File: src/rtl/sdram_seq_pkg.sv
package sdram_seq_pkg;
    localparam int LANES     = 4;
    localparam int MAX_BEATS = 16;
    localparam int BEAT_W    = $clog2(MAX_BEATS + 1);
    localparam int PALL_BIT  = 10;

    // {ras_n, cas_n, we_n} with chip select low
    localparam logic [2:0] CMD_NOP  = 3'b111;
    localparam logic [2:0] CMD_ACT  = 3'b011;
    localparam logic [2:0] CMD_RD   = 3'b101;
    localparam logic [2:0] CMD_WR   = 3'b100;
    localparam logic [2:0] CMD_PALL = 3'b010;

    typedef enum logic [2:0] {
        ST_IDLE  = 3'd0,
        ST_ACT   = 3'd1,
        ST_GAP   = 3'd2,
        ST_COL   = 3'd3,
        ST_HOLD  = 3'd4,
        ST_PRE   = 3'd5,
        ST_RECOV = 3'd6
    } seq_state_e;
endpackage

File: src/rtl/sdram_xfer_plan.sv
// Splits a byte address into row and column phases and derives the beat
// count and byte-lane mask from the transfer size and port width codes.
module sdram_xfer_plan
    import sdram_seq_pkg::*;
#(
    parameter int ADDR_W = 24,
    parameter int ROW_W  = 12,
    parameter int COL_W  = 9
) (
    input  logic [ADDR_W-1:0] addr,
    input  logic [1:0]        size,
    input  logic [1:0]        port,
    output logic [ROW_W-1:0]  row,
    output logic [COL_W-1:0]  col,
    output logic [BEAT_W-1:0] beats,
    output logic [LANES-1:0]  mask
);
    logic [2:0]        tlg;
    logic [2:0]        plg;
    logic [ADDR_W-1:0] word;
    logic [1:0]        lane_bits;
    logic [1:0]        size_bits;
    logic [1:0]        off;
    logic [LANES-1:0]  tsz_lanes;
    logic [LANES-1:0]  port_lanes;

    always_comb begin
        case (size)
            2'd0:    tlg = 3'd0;
            2'd1:    tlg = 3'd1;
            2'd2:    tlg = 3'd2;
            default: tlg = 3'd4;
        endcase
        case (port)
            2'd0:    plg = 3'd0;
            2'd1:    plg = 3'd1;
            default: plg = 3'd2;
        endcase

        word = addr >> plg;
        col  = COL_W'(word);
        row  = ROW_W'(word >> COL_W);

        lane_bits  = (plg == 3'd2) ? 2'b11 : (plg == 3'd1) ? 2'b01 : 2'b00;
        size_bits  = (tlg == 3'd0) ? 2'b00 : (tlg == 3'd1) ? 2'b01 : 2'b11;
        off        = addr[1:0] & lane_bits & ~size_bits;
        tsz_lanes  = (tlg == 3'd0) ? 4'b0001 : 4'b0011;
        port_lanes = (plg == 3'd2) ? 4'b1111 : (plg == 3'd1) ? 4'b0011 : 4'b0001;

        if (tlg >= plg) begin
            beats = BEAT_W'(1) << (tlg - plg);
            mask  = port_lanes;
        end else begin
            beats = BEAT_W'(1);
            mask  = tsz_lanes << off;
        end
    end
endmodule

File: src/rtl/sdram_wait_timer.sv
// Down counter: loaded with N, reports its final cycle N cycles later.
module sdram_wait_timer #(
    parameter int W = 3
) (
    input  logic         clk,
    input  logic         rst_n,
    input  logic         load,
    input  logic [W-1:0] load_val,
    output logic         last
);
    logic [W-1:0] cnt_d, cnt_q;

    always_comb begin
        cnt_d = cnt_q;
        if (load) begin
            cnt_d = load_val;
        end else if (cnt_q != '0) begin
            cnt_d = cnt_q - W'(1);
        end
    end

    always_ff @(posedge clk or negedge rst_n) begin
        if (!rst_n) cnt_q <= '0;
        else        cnt_q <= cnt_d;
    end

    assign last = (cnt_q == W'(1));
endmodule

File: src/rtl/sdram_burst_seq.sv
module sdram_burst_seq
    import sdram_seq_pkg::*;
#(
    parameter int ADDR_W = 24,
    parameter int ROW_W  = 12,
    parameter int COL_W  = 9,
    parameter int RAS_W  = 4,
    parameter int RP_W   = 3
) (
    input  logic              clk,
    input  logic              rst_n,
    input  logic              req_valid,
    input  logic              req_write,
    input  logic [ADDR_W-1:0] req_addr,
    input  logic [1:0]        req_size,
    input  logic [1:0]        req_port,
    input  logic [1:0]        cfg_cas_lat,
    input  logic [RAS_W-1:0]  cfg_ras_min,
    input  logic [RP_W-1:0]   cfg_rp,
    output logic              sd_cs_n,
    output logic              sd_ras_n,
    output logic              sd_cas_n,
    output logic              sd_we_n,
    output logic [((ROW_W > 11) ? ROW_W : 11)-1:0] sd_addr,
    output logic [LANES-1:0]  sd_be,
    output logic              busy,
    output logic              done
);
    localparam int A_W   = (ROW_W > 11) ? ROW_W : 11;
    localparam int CYC_W = RAS_W + 1;
    localparam int NK_W  = CYC_W + 1;
    localparam int TMR_W = (RP_W > 2) ? RP_W : 2;

    typedef struct packed {
        seq_state_e         st;
        logic               wr;
        logic [ROW_W-1:0]   row;
        logic [COL_W-1:0]   col;
        logic [BEAT_W-1:0]  beats;
        logic [BEAT_W-1:0]  beat;
        logic [LANES-1:0]   mask;
        logic [1:0]         gap;
        logic [RAS_W-1:0]   ras;
        logic [RP_W-1:0]    rp;
        logic [CYC_W-1:0]   cyc;
        logic               done;
    } seq_t;

    seq_t s_d, s_q;

    logic [ROW_W-1:0]  pl_row;
    logic [COL_W-1:0]  pl_col;
    logic [BEAT_W-1:0] pl_beats;
    logic [LANES-1:0]  pl_mask;
    logic              tmr_load;
    logic [TMR_W-1:0]  tmr_val;
    logic              tmr_last;
    logic [NK_W-1:0]   next_k;
    logic              pall_ok;
    logic [2:0]        cmd;
    logic [COL_W-1:0]  col_now;

    sdram_xfer_plan #(
        .ADDR_W (ADDR_W),
        .ROW_W  (ROW_W),
        .COL_W  (COL_W)
    ) u_plan (
        .addr  (req_addr),
        .size  (req_size),
        .port  (req_port),
        .row   (pl_row),
        .col   (pl_col),
        .beats (pl_beats),
        .mask  (pl_mask)
    );

    sdram_wait_timer #(
        .W (TMR_W)
    ) u_wait (
        .clk      (clk),
        .rst_n    (rst_n),
        .load     (tmr_load),
        .load_val (tmr_val),
        .last     (tmr_last)
    );

    // next-state computation
    always_comb begin
        s_d      = s_q;
        s_d.done = 1'b0;
        tmr_load = 1'b0;
        tmr_val  = '0;
        next_k   = NK_W'(s_q.cyc) + NK_W'(1);
        pall_ok  = (next_k >= NK_W'(s_q.ras));

        if (s_q.st != ST_IDLE && s_q.cyc != '1) begin
            s_d.cyc = s_q.cyc + CYC_W'(1);
        end

        case (s_q.st)
            ST_IDLE: begin
                if (req_valid) begin
                    s_d.st    = ST_ACT;
                    s_d.wr    = req_write;
                    s_d.row   = pl_row;
                    s_d.col   = pl_col;
                    s_d.beats = pl_beats;
                    s_d.mask  = pl_mask;
                    s_d.beat  = '0;
                    s_d.gap   = (cfg_cas_lat <= 2'd1) ? 2'd0 : (cfg_cas_lat - 2'd1);
                    s_d.ras   = cfg_ras_min;
                    s_d.rp    = cfg_rp;
                    s_d.cyc   = '0;
                end
            end
            ST_ACT: begin
                if (s_q.gap != 2'd0) begin
                    tmr_load = 1'b1;
                    tmr_val  = TMR_W'(s_q.gap);
                    s_d.st   = ST_GAP;
                end else begin
                    s_d.st   = ST_COL;
                end
            end
            ST_GAP: begin
                if (tmr_last) s_d.st = ST_COL;
            end
            ST_COL: begin
                if (s_q.beat == s_q.beats - BEAT_W'(1)) begin
                    s_d.st = pall_ok ? ST_PRE : ST_HOLD;
                end else begin
                    s_d.beat = s_q.beat + BEAT_W'(1);
                end
            end
            ST_HOLD: begin
                if (pall_ok) s_d.st = ST_PRE;
            end
            ST_PRE: begin
                if (s_q.rp != '0) begin
                    tmr_load = 1'b1;
                    tmr_val  = TMR_W'(s_q.rp);
                    s_d.st   = ST_RECOV;
                end else begin
                    s_d.st   = ST_IDLE;
                    s_d.done = 1'b1;
                end
            end
            ST_RECOV: begin
                if (tmr_last) begin
                    s_d.st   = ST_IDLE;
                    s_d.done = 1'b1;
                end
            end
            default: s_d.st = ST_IDLE;
        endcase
    end

    always_ff @(posedge clk or negedge rst_n) begin
        if (!rst_n) s_q <= '0;
        else        s_q <= s_d;
    end

    // pin decode from registered state
    always_comb begin
        cmd     = CMD_NOP;
        sd_addr = '0;
        sd_be   = '0;
        col_now = s_q.col + COL_W'(s_q.beat);
        case (s_q.st)
            ST_ACT: begin
                cmd     = CMD_ACT;
                sd_addr = A_W'(s_q.row);
            end
            ST_COL: begin
                cmd     = s_q.wr ? CMD_WR : CMD_RD;
                sd_addr = A_W'(col_now);
                sd_be   = s_q.mask;
            end
            ST_PRE: begin
                cmd               = CMD_PALL;
                sd_addr[PALL_BIT] = 1'b1;
            end
            default: ;
        endcase
    end

    assign {sd_ras_n, sd_cas_n, sd_we_n} = cmd;
    assign sd_cs_n = (s_q.st == ST_IDLE);
    assign busy    = (s_q.st != ST_IDLE);
    assign done    = s_q.done;
endmodule

File: config.mk
export PLATFORM = sky130hd
export DESIGN_NAME = sdram_burst_seq
export DESIGN_NICKNAME = d
export VERILOG_FILES = /design/src/rtl/sdram_seq_pkg.sv /design/src/rtl/sdram_xfer_plan.sv /design/src/rtl/sdram_wait_timer.sv /design/src/rtl/sdram_burst_seq.sv
export SDC_FILE = /design/constraint.sdc
export NUM_CORES = 1
export LEC_CHECK = 0
export BUFFER_PORTS_ARGS = -buffer_cell sky130_fd_sc_hd__clkbuf_2
export CORE_UTILIZATION = 49
export DETAILED_ROUTE_END_ITERATION = 12
export GPL_ROUTABILITY_DRIVEN = 1
export PLACE_DENSITY_LB_ADDON = 0.2
export SLEW_MARGIN = 0
export SYNTH_ARGS = -nofsm -noshare
export SYNTH_HDL_FRONTEND = slang
export SYNTH_SLANG_ARGS = --single-unit
File: constraint.sdc
create_clock -name clk -period 5.2 [get_ports clk]
set_input_delay 0.26 -clock clk [delete_from_list [all_inputs] [get_ports clk]]
set_output_delay 0.26 -clock clk [all_outputs]
set_load 0.02 [all_outputs]
======== After elaboration in Yosys (flattened, before gate mapping) ========
Index checks and enable logic that the tools add are counted.
storage, ports and cells
  flip-flop bits (word level) ............. 57
  input port bits ......................... 41
  output and inout port bits .............. 22
  word-level logic and storage cells ...... 107
operators by class
  add/sub/neg operators ................... 8
  magnitude comparators ................... 3
  eq/ne operators ......................... 21
  shift-type cells ........................ 3
  multiplexer cells ....................... 42
  bitwise gates (word level) .............. 3
  reductions and logical operators ........ 14
operator list
  operator                                              count
  two-way mux 53 bit                                    1
  two-way mux 3 bit                                     8
  right shift 24 x 2 -> 21 bit                          1
  one-hot mux 3 bit (7 select lines)                    1
  two-way mux 5 bit                                     4
  one-hot mux 10 bit (2 select lines)                   1
  one-hot mux 3 bit (3 select lines)                    2
  two-way mux 2 bit                                     7
  two-way mux 4 bit                                     3
  != test 2 bit (second input constant)                 6
  adder 5 x 1 -> 5 bit (second input constant)          2
  one-hot mux 5 bit (2 select lines)                    1
  adder 9 x 5 -> 9 bit                                  1
  equality test 3 x 1 -> 1 bit (second input constant)  3
  equality test 3 bit (second input constant)           3
  two-way mux 1 bit                                     9
  nonzero test 3 bit                                    3
  adder 5 x 1 -> 6 bit (second input constant)          1
  equality test 2 x 1 -> 1 bit (second input constant)  3
  equality test 3 x 2 -> 1 bit (second input constant)  2
  >= comparator 6 x 4 -> 1 bit                          1
  logical NOT 3 bit                                     2
  one-hot mux 1 bit (2 select lines)                    3
  one-hot mux 3 bit (2 select lines)                    1
  20 further kinds                                      25

======== Longest topological paths before layout ========
  word-level depth ........................ 11
  mapped depth ............................ 11
  gate-level depth less buffers ........... 9

======== By module ========
Synthesis repeated with hierarchy kept, for this count alone.
unflattened totals
  cell total of the unflattened synthesis .. 477
  area total of the unflattened synthesis .. 3895.0 µm²
modules (own cells, without submodules)
  module            instances  cells each  area an instance (µm²)  seq. area each (µm²)
  sdram_burst_seq   1          351         2966.6                  1351.3
  sdram_xfer_plan   1          104         709.4                   0.0
  sdram_wait_timer  1          22          219.0                   75.1

======== Least setup slack after synthesis ========
No wires, ideal clock.
  kind .................................... reg-to-output
  from .................................... register s_q[19] in the netlist's numbering
  to ...................................... output sd_addr[8] in the netlist's numbering
  data arrival time ....................... 2.183 ns
  data required time ...................... 4.940 ns
  path slack .............................. 2.757 ns
  stages on the path, launching flop included .. 10
  buffers on the path ..................... 0
  cell sequence ........................... dfrtp_1 > ha_1 > inv_1 > fa_1 > nor2b_1 > o21ai_0 > a21oi_1 > o2111ai_1 > xor2_1 > o21ai_0
between the ends
  word-level cells in the longest chain between the ends .. 2
ends and longest elaborated chain
  element                              line                    source
  start, declared                      sdram_burst_seq.sv:49   seq_t s_d, s_q;
  start signal, assigned               sdram_burst_seq.sv:159  if (!rst_n) s_q <= '0;
  start signal, assigned               sdram_burst_seq.sv:160  else s_q <= s_d;
  adder 9 x 5 -> 9 bit                 sdram_burst_seq.sv:168  col_now = s_q.col + COL_W'(s_q.beat);
  one-hot mux 10 bit (2 select lines)  sdram_burst_seq.sv:169  case (s_q.st)
  end, declared                        sdram_burst_seq.sv:24   output logic [((ROW_W > 11) ? ROW_W : 11)-1:0] sd_addr,
No other way between the ends.

======== Worst setup path after layout ========
Same ends and word-level chain as after synthesis.

==> results.txt <==
* Outcome: finished, final reports clean
- Setup violations remaining at the end of the flow were counted as 0.
- Number of max-slew violations in the final report: 0
- Together, buffers and inverters on the worst path number 2.
* Cell Pwr Density: 579.1 nW/µm²
- In this run the static leakage power is 2.037 nW.
- Clock Power Share: 0.153
- Resize count post-CTS: 0
- Walking the worst path, the cells encountered are ha_1, inv_1, fa_1, nor2b_1, o21ai_0, a21oi_1, o2111ai_1, xor2_1, o21ai_0, clkbuf_2.
* P&R area growth vs syn: 14.33%
- Endpoint required time on the critical path: 4940 ps
- The min-delay analysis places its worst path in the category in2async.
* GRT Residual Overflow: 0
- Share of power burned in combinational logic: 0.493
* Sequential Power Share: 0.354
- Setup_tns: 0 ps
- Worst setup slack after layout: approximately 2300 ps
- The number of hold violations in the final report was 0.
- Iteration-0 DRC count of the detailed router: 129
- Clock-pin slew was measured on the worst setup and hold paths at 70 ps.
* Clock tree from TritonCTS: built
* Detail-routed via count per cell: 5.277
* Largest voltage drop on the vdd net: 0.0002098 V
- Number of hold-repair buffers added at the cts stage: 0
- For this run, the slowest stage of the critical path takes 490 ps.
- Of the total power, the share spent switching nets is 0.4499.
- Most used cells in the layout excluding fill and tap cells: sky130_fd_sc_hd__nand2_1, sky130_fd_sc_hd__clkbuf_2, sky130_fd_sc_hd__dfrtp_1, sky130_fd_sc_hd__o21ai_0, sky130_fd_sc_hd__nor2_1
* CP dominant cell by count: sky130_fd_sc_hd__o21ai_0
* Most common cell after layout, fill and taps aside: sky130_fd_sc_hd__nand2_1
- I/O pins: 63
- Proportion of layout cells with a drive suffix above 1: 0.1640
* Synth Flop Type: sky130_fd_sc_hd__dfrtp_1
- Number of global-route vias before repair: 2810
- The number of nets handed over by synthesis was 504.
* Net switching power: 1.095 mW
- Placer congestion estimate: 0.8343
- The initial utilization of the core area, before any placement, comes to 0.5066.
- Maximum level of the CTS H-tree: 3
* Post-detail-place hpwl: 5686 µm
- Die extent in x: 88.60 µm
- The initialized floorplan defines 31 standard-cell rows.
- The mapped netlist covers 3675 µm².
* Per-instance average area after synthesis: 8.295 µm²
- For this block, the via count after detailed routing is 3161.
* Overall die area: just under 8000 µm²
* Final non-filler cell area: 4202 µm²
* Total DRC errors in the routed layout: 0
- Along the worst path, the maximum fanout reaches 6.
- The internal portion of the total power is 1.338 mW.
- Initial antenna violation count: 0
* Source-to-sink clock delay at the later pin of the worst-skew pair: 340 ps
- Final net count: 556
- In this run the remaining antenna-violating nets after routing total 0.
- Counting along the longest clock path gives a buffer depth of 2.
* CTS Sinks: 57
- The repair_antennas step left the layout with diodes totalling 0.
* Synth unique cells: 50
- Type of element launching the critical path: register
* Root Driver: sky130_fd_sc_hd__clkbuf_8
* Total of warnings raised by yosys: 0
* Max transition margin: 0.2536
- The count of cells in the finished layout, fillers not included, comes to 599.
* Setup skew after layout: 11.98 ps
- On the critical path, the stage with the largest delay is an instance of sky130_fd_sc_hd__dfrtp_1.
* Register area share after synthesis: 0.3882
- The worst setup path is captured at a primary output.
- Number of buffer cells added on primary ports: 61
- First-pass GRT wire length: 12920 µm
- After technology mapping, the gate count stands at 443.
- Max-cap violations in this run came to 0.
- Worst Setup Path Type: reg2out
- The worst path in the final design needs a cycle of 2929 ps, including I/O delays and setup.
* FFs w/ async S/R, synth: 1.000
- The synthesized design contains 0 enable-type register cells.
- Entering global routing, the biggest net connects ~70 pins.
* Number of register bits inferred by synthesis: 57
- DP Area: 4028 µm²
- Kind of cell adding the most delay to the critical path: compound AO/OA/AOI/OAI gates
- In this run, CTS created clock tree buffers numbering 9.
- Post-route clock period utilization: 0.5633
- Signal arrival time at the worst endpoint: around 2700 ps
- Mean routed wirelength per cell: roughly 13 µm
* Total wire length after detailed routing: 7802 µm
- Setup repair after global routing left no endpoint under its margin.
- Static timing analysis puts the maximum clock frequency at between 300 and 400 MHz.
- The floorplan step defined a core boundary enclosing 7253 µm².
- TritonRoute pass-1 iters: 6
- OpenSTA, run right after detailed placement, puts the worst setup slack at 2512 ps.
- Buffers added to address setup during post-CTS repair amount to 0.
* Die Y: 88.60 µm
- In the global route stage, overall resource usage came out at 0.2139.
- For the pin with the worst max-slew slack, the measured transition is 1119 ps.
* Inst Count DP: 583
synth_stat cells, types with 2 or more instances:
cell type / number / area share
sky130_fd_sc_hd__a21o_1: 2 / 0.0041
sky130_fd_sc_hd__buf_2: 6 / 0.0082
sky130_fd_sc_hd__or3_1: 2 / 0.0034
sky130_fd_sc_hd__nand3b_1: 4 / 0.0082
sky130_fd_sc_hd__o22ai_1: 2 / 0.0034
sky130_fd_sc_hd__and3_1: 8 / 0.014
sky130_fd_sc_hd__mux2i_1: 24 / 0.065
sky130_fd_sc_hd__o211ai_1: 2 / 0.0041
sky130_fd_sc_hd__nand2b_1: 6 / 0.010
sky130_fd_sc_hd__inv_1: 19 / 0.019
sky130_fd_sc_hd__dfrtp_1: 57 / 0.39
sky130_fd_sc_hd__o21ai_0: 52 / 0.071
sky130_fd_sc_hd__buf_1: 6 / 0.0061
sky130_fd_sc_hd__ha_1: 18 / 0.061
sky130_fd_sc_hd__a21oi_1: 37 / 0.050
sky130_fd_sc_hd__nor3_1: 7 / 0.0095
sky130_fd_sc_hd__xor2_1: 12 / 0.029
sky130_fd_sc_hd__clkbuf_1: 9 / 0.0092
sky130_fd_sc_hd__nor2_1: 42 / 0.043
sky130_fd_sc_hd__nand3_1: 7 / 0.0095
sky130_fd_sc_hd__a31oi_1: 2 / 0.0034
sky130_fd_sc_hd__fa_1: 2 / 0.011
sky130_fd_sc_hd__nand2_1: 78 / 0.080
sky130_fd_sc_hd__and2b_1: 2 / 0.0041
sky130_fd_sc_hd__o31ai_1: 3 / 0.0061
sky130_fd_sc_hd__nor2b_1: 4 / 0.0068
sky130_fd_sc_hd__xnor2_1: 7 / 0.017
worst paths after layout:
kind / from / end / slack [ps] / depth (start not counted)
min in group clk: cfg_rp[1] / s_q[7] / 110 / 3
max: s_q[19] / sd_addr[8] / 2270 / 10
min reg2reg: s_q[47] / s_q[47] / 470 / 2
max reg2reg: s_q[53] / s_q[24] / 2760 / 4
max in group asynchronous: rst_n / s_q[38] / 4650 / 2
min: rst_n / s_q[11] / 60 / 2
sequential cells by signal, indices dropped and copies added, names as in the netlist:
name	count
u_wait.cnt_q	3
done	1
s_q	53
layout make-up:
class / instances / area [µm²]
clock buffer: 13 / 158.9
tap: 99 / 123.9
sequential: 57 / 1426
timing repair buffer: 62 / 312.8
clock inverter: 3 / 15.01
inverter: 21 / 78.83
multi-input combinational: 344 / 2086
fill: 686 / 3052
cells by family (layout without fill, tap and decap cells):
kind of cell,after synthesis,in the layout,share of synthesized area
AOI/OAI and AO/OA,114,114,0.1805
muxes,24,24,0.06537
DFF,57,57,0.3882
xor gates and xnor gates,19,19,0.04528
and+or+nand+nor,167,167,0.2036
buffers and inverters,42,99,0.04494
adders and majority gates,20,20,0.07218
power by group through the flow:
stage,Combinational [mW],Sequential (mW),Clock [mW]
finish,1.20,0.860,0.373
global placement,1.17,0.856,0
global route,1.39,0.891,0.395
CTS,1.22,0.859,0.376
detailed placement,1.21,0.867,0
floorplan,0.944,0.786,0
stage by stage:
step                hold WS [ps]  total power [mW]  utilization
floorplan                 -35.59             1.729            -
global placement           450.1             2.025       0.5553
detailed placement         447.5             2.077       0.5553
CTS                        88.85             2.452       0.5793
global route               124.8             2.673       0.5793
finish                     56.49             2.433       0.5793
layer usage:
metal / up-vias / global-route usage / routed length [µm]
li1: 1630 / - / -
met1: 1446 / 0.2854 / 3831
met2: 76 / 0.3497 / 3566
met3: 9 / 0.03638 / 294
met4: 0 / 0.07918 / 110
met5: - / 0 / 0
Power figures use the tool's default switching activity.
